`src/rtl/pwrdn_pkg.sv`:
```
package pwrdn_pkg;
  typedef enum logic [1:0] {
    PD_RUN   = 2'd0,
    PD_SLEEP = 2'd1,
    PD_STBY  = 2'd2,
    PD_WAKE  = 2'd3
  } pd_state_e;

  localparam int SCR_W       = 2;
  localparam int SCR_SEL_BIT = 0;
  localparam int SCR_HIZ_BIT = 1;
endpackage

```
`src/rtl/pwrdn_scr.sv`:
```
module pwrdn_scr
  import pwrdn_pkg::*;
(
  input  logic             clk,
  input  logic             rst_n,
  input  logic             clr,
  input  logic             wr_ok,
  input  logic [SCR_W-1:0] wdata,
  output logic             sel_sby,
  output logic             hiz
);
  logic [SCR_W-1:0] scr_q, scr_d;

  always_comb begin
    scr_d = scr_q;
    if (clr)        scr_d = '0;
    else if (wr_ok) scr_d = wdata;
  end

  always_ff @(posedge clk or negedge rst_n) begin
    if (!rst_n) scr_q <= '0;
    else        scr_q <= scr_d;
  end

  assign sel_sby = scr_q[SCR_SEL_BIT];
  assign hiz     = scr_q[SCR_HIZ_BIT];

  // a reset request clears the register
  p_scr_clear_r7: assert property (@(posedge clk) disable iff (!rst_n)
    clr |=> (scr_q == '0));
  // nothing changes the register without a write or a clear
  p_scr_hold_r9: assert property (@(posedge clk) disable iff (!rst_n)
    (!clr && !wr_ok) |=> $stable(scr_q));
endmodule

```
`src/rtl/pwrdn_wake_qual.sv`:
```
module pwrdn_wake_qual #(
  parameter int N_IRQ = 8
) (
  input  logic [N_IRQ-1:0] irq,
  input  logic             nmi,
  input  logic             dma_aerr,
  output logic             wake_sleep,
  output logic             wake_sby
);
  logic any_irq;

  assign any_irq    = |irq;
  assign wake_sleep = any_irq | nmi | dma_aerr;
  assign wake_sby   = nmi;

  always_comb begin
    // a standby wake must also be a sleep wake
    if (wake_sby) p_wake_subset_r4: assert (wake_sleep);
  end
endmodule

```
`src/rtl/pwrdn_settle.sv`:
```
module pwrdn_settle #(
  parameter int CNT_W = 8
) (
  input  logic             clk,
  input  logic             rst_n,
  input  logic             load,
  input  logic [CNT_W-1:0] len,
  input  logic             cnt_en,
  output logic             done
);
  logic [CNT_W-1:0] cnt_q, cnt_d;

  always_comb begin
    cnt_d = cnt_q;
    if (load)                        cnt_d = len;
    else if (cnt_en && cnt_q != '0)  cnt_d = cnt_q - 1'b1;
  end

  always_ff @(posedge clk or negedge rst_n) begin
    if (!rst_n) cnt_q <= '0;
    else        cnt_q <= cnt_d;
  end

  assign done = (cnt_q == '0);

  // the wait counts down by one per enabled cycle
  p_settle_dec_r5: assert property (@(posedge clk) disable iff (!rst_n)
    (cnt_en && !load && cnt_q != '0) |=> (cnt_q == $past(cnt_q) - 1'b1));
endmodule

```
`src/rtl/pwrdn_ctrl.sv`:
```
module pwrdn_ctrl
  import pwrdn_pkg::*;
#(
  parameter int N_IRQ = 8,
  parameter int CNT_W = 8
) (
  input  logic             clk,
  input  logic             rst_n,
  input  logic             por_req,
  input  logic             mrst_req,
  input  logic             scr_we,
  input  logic [SCR_W-1:0] scr_wdata,
  input  logic             sleep_stb,
  input  logic [N_IRQ-1:0] irq,
  input  logic             nmi,
  input  logic             dma_aerr,
  input  logic [CNT_W-1:0] settle_len,
  output logic [1:0]       mode_o,
  output logic             cpu_clk_en,
  output logic             per_clk_en,
  output logic             port_hiz,
  output logic             sby_rst,
  output logic             wake_pulse
);
  pd_state_e state_q, state_d;
  logic      rst_req;
  logic      sel_sby, hiz_bit;
  logic      wake_sleep, wake_sby;
  logic      settle_load, settle_done;
  logic      cpu_en_d, per_en_d, hiz_d, sby_d, wake_d;

  assign rst_req = por_req | mrst_req;

  pwrdn_scr u_scr (
    .clk     (clk),
    .rst_n   (rst_n),
    .clr     (rst_req),
    .wr_ok   (scr_we && state_q == PD_RUN),
    .wdata   (scr_wdata),
    .sel_sby (sel_sby),
    .hiz     (hiz_bit)
  );

  pwrdn_wake_qual #(.N_IRQ(N_IRQ)) u_qual (
    .irq        (irq),
    .nmi        (nmi),
    .dma_aerr   (dma_aerr),
    .wake_sleep (wake_sleep),
    .wake_sby   (wake_sby)
  );

  pwrdn_settle #(.CNT_W(CNT_W)) u_settle (
    .clk    (clk),
    .rst_n  (rst_n),
    .load   (settle_load),
    .len    (settle_len),
    .cnt_en (state_q == PD_WAKE),
    .done   (settle_done)
  );

  // next-state logic
  always_comb begin
    state_d     = state_q;
    settle_load = 1'b0;
    if (rst_req) begin
      state_d = PD_RUN;
    end else begin
      unique case (state_q)
        PD_RUN: begin
          if (sleep_stb) begin
            if (!sel_sby && !wake_sleep)    state_d = PD_SLEEP;
            else if (sel_sby && !wake_sby)  state_d = PD_STBY;
          end
        end
        PD_SLEEP: if (wake_sleep) state_d = PD_RUN;
        PD_STBY: begin
          if (wake_sby) begin
            state_d     = PD_WAKE;
            settle_load = 1'b1;
          end
        end
        PD_WAKE: if (settle_done) state_d = PD_RUN;
        default: state_d = PD_RUN;
      endcase
    end
  end

  // output decode from next state
  always_comb begin
    cpu_en_d = (state_d == PD_RUN);
    per_en_d = (state_d == PD_RUN) || (state_d == PD_SLEEP);
    hiz_d    = ((state_d == PD_STBY) || (state_d == PD_WAKE)) && hiz_bit;
    sby_d    = (state_q == PD_RUN) && (state_d == PD_STBY);
    wake_d   = !rst_req && (state_d == PD_RUN) &&
               ((state_q == PD_SLEEP) || (state_q == PD_WAKE));
  end

  // state and output registers
  always_ff @(posedge clk or negedge rst_n) begin
    if (!rst_n) begin
      state_q    <= PD_RUN;
      cpu_clk_en <= 1'b1;
      per_clk_en <= 1'b1;
      port_hiz   <= 1'b0;
      sby_rst    <= 1'b0;
      wake_pulse <= 1'b0;
    end else begin
      state_q    <= state_d;
      cpu_clk_en <= cpu_en_d;
      per_clk_en <= per_en_d;
      port_hiz   <= hiz_d;
      sby_rst    <= sby_d;
      wake_pulse <= wake_d;
    end
  end

  assign mode_o = state_q;

  // entry into sleep
  p_sleep_entry_r1: assert property (@(posedge clk) disable iff (!rst_n)
    (state_q == PD_RUN && sleep_stb && !sel_sby && !(|irq) && !nmi && !dma_aerr && !rst_req)
      |=> (mode_o == 2'd1 && !cpu_clk_en && per_clk_en));
  // entry into standby
  p_sby_entry_r2: assert property (@(posedge clk) disable iff (!rst_n)
    (state_q == PD_RUN && sleep_stb && sel_sby && !nmi && !rst_req)
      |=> (mode_o == 2'd2 && !cpu_clk_en && !per_clk_en && sby_rst));
  // standby reset pulse lasts one cycle
  p_sby_pulse_r2: assert property (@(posedge clk) disable iff (!rst_n)
    sby_rst |=> !sby_rst);
  // an interrupt wakes sleep
  p_sleep_exit_r3: assert property (@(posedge clk) disable iff (!rst_n)
    (state_q == PD_SLEEP && (|irq) && !rst_req) |=> (cpu_clk_en && per_clk_en && wake_pulse));
  // standby holds without NMI
  p_sby_hold_r4: assert property (@(posedge clk) disable iff (!rst_n)
    (state_q == PD_STBY && !nmi && !rst_req) |=> (mode_o == 2'd2 && !per_clk_en && !cpu_clk_en));
  // wake pulse lasts one cycle
  p_wake_once_r5: assert property (@(posedge clk) disable iff (!rst_n)
    wake_pulse |=> !wake_pulse);
  // ports float only with all clocks stopped
  p_hiz_clk_off_r6: assert property (@(posedge clk) disable iff (!rst_n)
    port_hiz |-> (!per_clk_en && !cpu_clk_en));
  // reset request returns to run
  p_reset_run_r7: assert property (@(posedge clk) disable iff (!rst_n)
    rst_req |=> (mode_o == 2'd0 && cpu_clk_en && per_clk_en && !wake_pulse && !sby_rst && !port_hiz));
  // a pending sleep wake blocks sleep entry
  p_pend_block_r8: assert property (@(posedge clk) disable iff (!rst_n)
    (state_q == PD_RUN && sleep_stb && !sel_sby && ((|irq) || nmi || dma_aerr)) |=> (mode_o == 2'd0));
endmodule

```
`config.mk`:
```
export PLATFORM = sky130hd
export DESIGN_NAME = pwrdn_ctrl
export DESIGN_NICKNAME = d
export VERILOG_FILES = /design/src/rtl/pwrdn_pkg.sv /design/src/rtl/pwrdn_scr.sv /design/src/rtl/pwrdn_wake_qual.sv /design/src/rtl/pwrdn_settle.sv /design/src/rtl/pwrdn_ctrl.sv
export SDC_FILE = /design/constraint.sdc
export NUM_CORES = 1
export LEC_CHECK = 0
export ABC_AREA = 1
export BUFFER_PORTS_ARGS = -buffer_cell sky130_fd_sc_hd__clkbuf_2
export CORE_MARGIN = 1.5
export CORE_UTILIZATION = 52
export DETAILED_ROUTE_END_ITERATION = 8
export PLACE_DENSITY = 0.91
export SKIP_LAST_GASP = 1
export SYNTH_ARGS = -nofsm -noshare
export SYNTH_HDL_FRONTEND = slang
export SYNTH_SLANG_ARGS = --single-unit
```
`constraint.sdc`:
```
create_clock -name clk -period 2.3 [get_ports clk]
set_clock_uncertainty 0.1 [all_clocks]
set_input_delay 0.46 -clock clk [delete_from_list [all_inputs] [get_ports clk]]
set_output_delay 0.46 -clock clk [all_outputs]
set_load 0.1 [all_outputs]
```
==> results of run 1 <==
-- routing by layer --
layer / GRT usage [%] / up-vias
met2: 46.9 / 29
met1: 26.4 / 445
met4: 10.3 / 0
met5: 0 / -
met3: 3.53 / 6
li1: - / 477
-- area by class of cell --
class                           count  area [um2]  share of cell area (%)
Clock buffer                        3        22.5                    1.88
Clock inverter                      1        5.00                   0.419
Inverter                           14        52.6                    4.40
Multi-Input combinational cell     91         485                    40.6
Sequential cell                    17         428                    35.8
Tap cell                           25        31.3                    2.62
Timing Repair Buffer               33         170                    14.2
-- cell families (layout without fill, tap and decap cells) --
group	after synthesis	in the layout	synth area share, %
compound gates	21	21	13.6
xor+xnor	1	1	0.892
fa+ha+maj	2	2	2.55
buf+inv	16	51	7.01
flops	17	17	43.6
simple gates	67	67	32.4
-- synthesized netlist by cell type (all sizes together) --
library cell  instances  area (um2)
a21oi                 1        5.00
a31oi                 2        12.5
and2                  1        6.26
buf                   2        16.3
dfrtp                15         375
dfstp                 2        52.6
ha                    2        25.0
inv                  14        52.6
nand2                23         101
nand3                14        75.1
nand3b                1        7.51
nand4                 2        12.5
nor2                 24         103
o211ai                4        30.0
o21ai                12        60.1
o21bai                1        18.8
o31ai                 1        7.51
or2                   2        12.5
xor2                  1        8.76
-- state kept, by name, indices dropped and copies added, names as in the netlist --
name            count
sby_rst             1
port_hiz            1
cpu_clk_en          1
u_settle.cnt_q      8
per_clk_en          1
wake_pulse          1
u_scr.scr_q         2
mode_o              2
-- through the flow --
| step | instance area [um2] | cells |
|---|---|---|
| after floorplan | 982 | 124 |
| after global placement | 1160 | 179 |
| after detailed placement | 1160 | 179 |
| after CTS | 1190 | 184 |
| after global routing | 1190 | 184 |
| final | 1190 | 184 |
-- where the power goes --
| group | switching [uW] | total [uW] | internal (uW) |
|---|---|---|---|
| Sequential | 12.1 | 324 | 312 |
| Clock | 103 | 167 | 64.8 |
| Combinational | 50.2 | 86.3 | 36.1 |
-- worst max-delay path by stage --
stage	endpoint
2_1_floorplan	u_settle.cnt_q[1]
3_5_place_dp	u_settle.cnt_q[6]
4_1_cts	cpu_clk_en
6_report	cpu_clk_en
3_3_place_gp	u_settle.cnt_q[0]
5_1_grt	mode_o[0]
-- repair_timing --
item,4_1_cts,5_1_grt
hold endpoints to repair,15,0
endpoints found under the setup margin,0,0
hold buffers,1,0
resized for setup,0,0
==> impl_metrics.csv, run 1 <==
group,metric,value,unit
critical_path,critPathArrivalTime,1.28,ns
critical_path,cp_top_family,"flip-flops",
yosys,synth_warnings,0,
floorplan,core_area,0.00175,mm2
yosys,synthesis.instances,124,
cts,cts_buffers,3,
routing,firstDrtPassIters,4,
layout,final_cell_mix,"clkbuf_2, nor2_1, nand2_1, dfrtp_1, inv_1",
sta,setup_violations,0,
placement,post-dp-hpwl,1750,um
floorplan,start_util,56.3,%
floorplan,fp.dieW,46.5,um
placement,portBuffers,32,
routing,wirelength,2260,um
layout,final_common_cell,"clkbuf_2",
power,peakVddDrop,0.336,mV
critical_path,crit_path_start,"cpu_clk_en",
critical_path,cp-start-kind,"register",
cts,cts.sinks,17,
cts,clockBufferDepth,2,
routing,ant_nets,0,
critical_path,critPathCaptureType,"output port",
power,power,578,uW
grt,grt_max_degree,18,
routing,wl_met1,871,um
layout,n_fill_cell,148,
sta,slew_violations,0,
sta,fin_setup_tns,0,ns
routing,highest_layer,"met4",
grt,antenna_found_initial,0,
routing,wl_per_cell,12.3,um
sta,fin_ws,0.461,ns
yosys,synth_area_per_cell,7.92,um2
critical_path,rrSetupSlack,0.57,ns
floorplan,rows,15,
yosys,ys_ff_latch,17,
grt,first_global_vias,935,
layout,final_core_util,68.5,%
sta,worst_pin_slew,0.548,ns
critical_path,reg2reg_from,"u_settle.cnt_q[0]",
hold_path,min_path_cells,3,
sta,hold_viol_final,0,
floorplan,io_pins,33,
cts,cts_setup_buffers,0,
sta,timing.hold.ws,0.293,ns
grt,grt_pass1_wl,3730,um
cts,htreeDepth,1,
critical_path,r2r_cells,7,
critical_path,slowest_stage,"dfstp_2",
routing,num_vias,957,
cts,cts_tree,"yes",
routing,met2RoutedLength,1240,um
cts,clkLatencyLatePin,0.30,ns
hold_path,holdPathEnd,"u_settle.cnt_q[2]",
routing,viasPerCell,5.20,
cts,clk_pin_slew,0.10,ns
flow_run,drv_cap,0,
layout,layout-drive-gt1-share,30.8,%
placement,place_congestion,0.886,
critical_path,crit_required,1.74,ns
hold_path,hp-start,"settle_len[2]",
critical_path,critical_path_class,"reg -> out",
grt,track_usage,24.6,%
critical_path,r2r_end,"u_settle.cnt_q[6]",
sta,fmax,544,MHz
placement,post-place-ws,0.565,ns
floorplan,dieArea,0.00216,mm2
power,p_per_area,483,mW/mm2
routing,wl_met3,94,um
sta,fin_crit,1.84,ns
routing,drt_first_iter_violations,15,
yosys,ys_seq_area_share,43.6,%
power,p_leak,0.000627,uW
layout,diodes,0,
sta,rsz0062_at_grt,"false",
critical_path,slowest_delay,0.53,ns
critical_path,worst-path-stages,1,
run_status,status,"finished clean",
layout,nNetsFinal,188,
critical_path,crit_buf_inv,1,
hold_path,worst_hold_path_type,"in -> reg",
cts,clockRootBuffer,"clkbuf_4",
routing,drcViolationCount,0,
critical_path,path_max_fanout,1,
critical_path,crit_chain,"clkbuf_2",
floorplan,die_h,46.5,um
sta,slew_headroom,63.6,%
sta,fin_crit_sh,80.0,%
yosys,synthesis.nets,152,
layout,area_delta_synth_final,21.7,%
grt,overflow,0,
yosys,synth_cell_types,26,
yosys,syn_area,982,um2
No activity file was read; power rests on OpenSTA's default activity.
==> run 2: changes to the inputs <==
Settings changed: CORE_UTILIZATION 52 to 44, PLACE_DENSITY 0.91 to 0.83.
Clock period 2.3 ns to 1.6 ns, I/O delays scaled along.
==> impl_metrics.csv, run 2 (synthesis results as in run 1) <==
group,metric,value,unit
run_status,status,"finished clean",
placement,place_congestion,0.938,
floorplan,start_util,48.6,%
floorplan,fp.dieW,50.2,um
sta,fmax,671,MHz
routing,drcViolationCount,0,
grt,track_usage,19.3,%
grt,overflow,0,
floorplan,rows,16,
placement,post-dp-hpwl,1720,um
routing,viasPerCell,5.14,
floorplan,dieArea,0.00252,mm2
critical_path,cp-start-kind,"register",
layout,final_area,0.00131,mm2
cts,cts.sinks,17,
power,p_leak,0.000675,uW
layout,layout-drive-gt1-share,35.0,%
routing,ant_nets,0,
sta,fin_crit,1.49,ns
floorplan,io_pins,33,
cts,clockRootBuffer,"clkbuf_4",
layout,largest_reg_flops,8,
cts,htreeDepth,1,
sta,fin_crit_sh,93.1,%
cts,clk_pin_slew,0.10,ns
sta,rsz0062_at_grt,"true",
routing,num_vias,976,
cts,cts_buffers,3,
critical_path,critPathCaptureType,"register",
critical_path,critical_path_class,"reg -> reg",
layout,final_cell_mix,"clkbuf_2, nor2_1, nand2_1",
layout,area_delta_synth_final,33.6,%
critical_path,crit_required,1.72,ns
placement,post-place-ws,0.0160,ns
cts,clkLatencyLatePin,0.29,ns
cts,cts_tree,"yes",
sta,fin_setup_tns,0,ns
layout,nNetsFinal,192,
grt,grt_pass1_wl,3650,um
sta,setup_violations,0,
critical_path,slowest_stage,"dfrtp_4",
power,peakVddDrop,0.466,mV
layout,n_fill_cell,177,
layout,final_common_cell,"clkbuf_2",
grt,antenna_found_initial,0,
cts,clockBufferDepth,2,
sta,worst_pin_slew,0.434,ns
sta,fin_ws,0.110,ns
sta,hold_viol_final,0,
layout,top_register,"u_settle.cnt_q",
routing,firstDrtPassIters,4,
layout,diodes,0,
critical_path,critPathArrivalTime,1.61,ns
routing,wirelength,2200,um
placement,place_area,0.00126,mm2
critical_path,slowest_delay,0.54,ns
grt,first_global_vias,913,
placement,portBuffers,32,
routing,wl_per_cell,11.6,um
critical_path,path_max_fanout,16,
cts,cts_setup_buffers,0,
flow_run,drv_cap,0,
sta,slew_violations,0,
routing,drt_first_iter_violations,21,
sta,slew_headroom,71.0,%
hold_path,worst_hold_path_type,"in -> reg",
floorplan,die_h,50.2,um
grt,grt_max_degree,18,
power,p_per_area,637,mW/mm2
critical_path,crit_chain,"nor2_2, nand2_4, nand2_4, o21ai_0, o21ai_0",
floorplan,core_area,0.00202,mm2
## run 2: path summary, 6_finish.rpt
kind                                start                 to  slack [ns]  cells after the start
max reg2reg                     mode_o[0]  u_settle.cnt_q[6]        0.11                      5
min                          scr_wdata[1]     u_scr.scr_q[1]        0.17                      3
max                             mode_o[0]  u_settle.cnt_q[6]        0.11                      5
min in group asynchronous           rst_n  u_settle.cnt_q[1]        0.38                      2
min reg2reg                u_scr.scr_q[1]           port_hiz        0.41                      2
max in group asynchronous           rst_n          mode_o[0]        0.68                      2
## run 2: critical path: cells and delay by family (launching register included)
family	cells	cell delay [ns]
flops	1	0.54
simple gates	3	0.50
compound gates	2	0.27
## run 2: layer usage
metal	global-route usage (%)	wire, um	up-vias
li1	-	-	488
met1	20.6	863	446
met2	34.4	1160	38
met3	4.76	142	4
met4	10.6	31	0
met5	0	0	-
## run 2: repair_timing
action	CTS	global route
hold buffers	1	0
endpoints found under the hold margin	15	0
setup endpoints to repair	1	5
pin swaps	0	1
gates resized for setup	1	3
## run 2: final cells by class
cell class | count | area (um2) | area share (%)
Clock buffer | 3 | 22.5 | 1.72
Tap cell | 27 | 33.8 | 2.57
Timing Repair Buffer | 37 | 268 | 20.4
Multi-Input combinational cell | 91 | 493 | 37.6
Sequential cell | 17 | 435 | 33.2
Clock inverter | 1 | 5.00 | 0.381
Inverter | 14 | 55.1 | 4.19
## run 2: where the power goes
group          total, uW  internal [uW]  switching (uW)  leakage (uW)
Clock                234           93.0             141     0.0000177
Sequential           466            448            17.9      0.000206
Combinational        136           63.1            72.7      0.000451
## run 2: metrics by stage
stage	std cells	total power (uW)	util, %	hold slack, ns
after floorplan	124	539	-	-0.0756
after global placement	185	602	62.6	0.174
after detailed placement	185	608	62.6	0.176
after CTS	190	845	64.7	0.158
after global routing	190	888	64.9	0.157
final	190	836	64.9	0.165
==> run 3: changes to the inputs <==
Settings changed: CORE_ASPECT_RATIO set to 0.6, CTS_CLUSTER_SIZE set to 14.
==> impl_metrics.csv, run 3 (synthesis results as in run 1) <==
group,metric,value,unit
run_status,status,"complete, but fails checks",
run_status,violations,"setup timing",
sta,worst_pin_slew,0.441,ns
flow_run,drv_cap,0,
cts,htreeDepth,1,
layout,final_common_cell,"clkbuf_2",
critical_path,slowest_delay,0.52,ns
power,p_int,690,uW
floorplan,start_util,46.1,%
grt,grt_max_degree,18,
critical_path,crit_path_start,"mode_o[1]",
grt,first_global_vias,874,
routing,viasPerCell,5.02,
sta,slew_headroom,70.3,%
sta,fin_ws,-0.0230,ns
cts,cts_tree,"yes",
critical_path,r2r_cells,7,
hold_path,min_path_cells,3,
hold_path,worst_hold_path_type,"in -> reg",
grt,track_usage,22.3,%
power,p_per_area,688,mW/mm2
power,switching_share,26.2,%
floorplan,die_h,39.6,um
layout,area_delta_synth_final,38.3,%
sta,slew_violations,0,
critical_path,reg2reg_from,"mode_o[1]",
power,pwr-share-seq,50.3,%
power,combPwrFrac,15.0,%
critical_path,slowest_stage,"dfrtp_4",
grt,grt_pass1_wl,4040,um
critical_path,crit_required,1.67,ns
sta,hold_viol_final,0,
critical_path,cp_common_cell,"nand2_1",
sta,fin_crit,1.62,ns
routing,drt_first_iter_violations,58,
placement,portBuffers,32,
layout,largest_reg_flops,8,
layout,final_core_util,63.8,%
power,p_leak,0.000682,uW
power,power.share.clock,34.7,%
layout,top_register,"u_settle.cnt_q",
cts,clk_pin_slew,0.06,ns
hold_path,holdPathEnd,"u_settle.cnt_q[2]",
critical_path,crit_chain,"nand2_1, nor2_4, nand2_4, inv_1, o21ai_0, nand2_1, o21ai_1",
floorplan,fp.dieW,64.0,um
layout,final_cell_mix,"clkbuf_2, nor2_1, nand2_1, nand3_1, dfrtp_1",
floorplan,core_area,0.00213,mm2
cts,clockBufferDepth,2,
layout,nNetsFinal,193,
sta,fmax,616,MHz
critical_path,cp-start-kind,"register",
cts,clockRootBuffer,"clkbuf_8",
routing,num_vias,973,
power,peakVddDrop,0.421,mV
critical_path,r2r_end,"u_settle.cnt_q[0]",
critical_path,critPathArrivalTime,1.69,ns
cts,cts.sinks,17,
routing,drcViolationCount,0,
layout,layout-drive-gt1-share,37.2,%
floorplan,dieArea,0.00253,mm2
floorplan,io_pins,33,
critical_path,critical_path_class,"reg -> reg",
routing,ant_nets,0,
critical_path,rrSetupSlack,-0.02,ns
placement,post-dp-hpwl,1950,um
critical_path,path_max_fanout,16,
power,power,935,uW
placement,place_congestion,0.823,
hold_path,hp-start,"settle_len[2]",
grt,overflow,0,
power,p_sw,245,uW
layout,diodes,0,
routing,firstDrtPassIters,4,
grt,antenna_found_initial,0,
routing,wirelength,2700,um
sta,fin_crit_sh,101,%
routing,wl_per_cell,13.9,um
sta,setup_violations,1,
floorplan,rows,13,
cts,clkLatencyLatePin,0.25,ns
cts,cts_buffers,3,
critical_path,critPathCaptureType,"register",
sta,timing.hold.ws,0.201,ns
run 3: cell type report:
| class | instances | area [um2] |
|---|---|---|
| clock buffers | 4 | 45.0 |
| fillers | 188 | 772 |
| inverters | 14 | 52.6 |
| multi-input cells | 91 | 513 |
| flip-flops and latches | 17 | 435 |
| well taps | 30 | 37.5 |
| repair buffers | 38 | 275 |
run 3: worst max-delay path by stage:
stage	end	slack (ns)	cells past startpoint
2_1_floorplan	u_settle.cnt_q[1]	0.02	6
3_3_place_gp	sby_rst	0.11	9
3_5_place_dp	u_settle.cnt_q[7]	-0.03	5
4_1_cts	u_settle.cnt_q[7]	0.002	5
5_1_grt	u_settle.cnt_q[0]	-0.10	7
6_report	u_settle.cnt_q[0]	-0.02	7
run 3: stage by stage:
step	std cells	cell area [um2]	TNS, ns	worst slack [ns]
3_3_place_gp	188	1270	0	0.112
6_report	194	1360	-0.0230	-0.0230
4_1_cts	193	1330	0	0.00203
3_5_place_dp	188	1270	-0.0411	-0.0254
2_1_floorplan	124	990	0	0.0236
5_1_grt	194	1360	-0.115	-0.103
run 3: power groups by stage:
| stage | sequential [uW] | clock [uW] | combinational [uW] |
|---|---|---|---|
| floorplan | 480 | 0 | 59.2 |
| global placement | 474 | 0 | 131 |
| detailed placement | 476 | 0 | 134 |
| CTS | 468 | 327 | 137 |
| global route | 471 | 352 | 156 |
| finish | 470 | 324 | 140 |
run 3: worst max-delay path, delay by kind of cell, from the launching register on:
family          cells  cell delay [ns]
buf+inv             1             0.13
simple gates        4             0.46
compound gates      2             0.33
flops               1             0.52
run 3: routing by layer:
metal / vias to the layer above / global-route usage (%) / part of all wire, %
met1: 449 / 27.7 / 44
met4: 0 / 6.52 / 1.4
met5: - / 0 / 0
li1: 488 / - / -
met3: 5 / 6.32 / 5.5
met2: 31 / 38.8 / 49
run 3: repair_timing:
action,in CTS,in global routing
hold buffers,1,0
gates resized for setup,1,8
buffers inserted,0,1
pin swaps,0,1
endpoints found under the setup margin,3,9
hold endpoints to repair,15,0
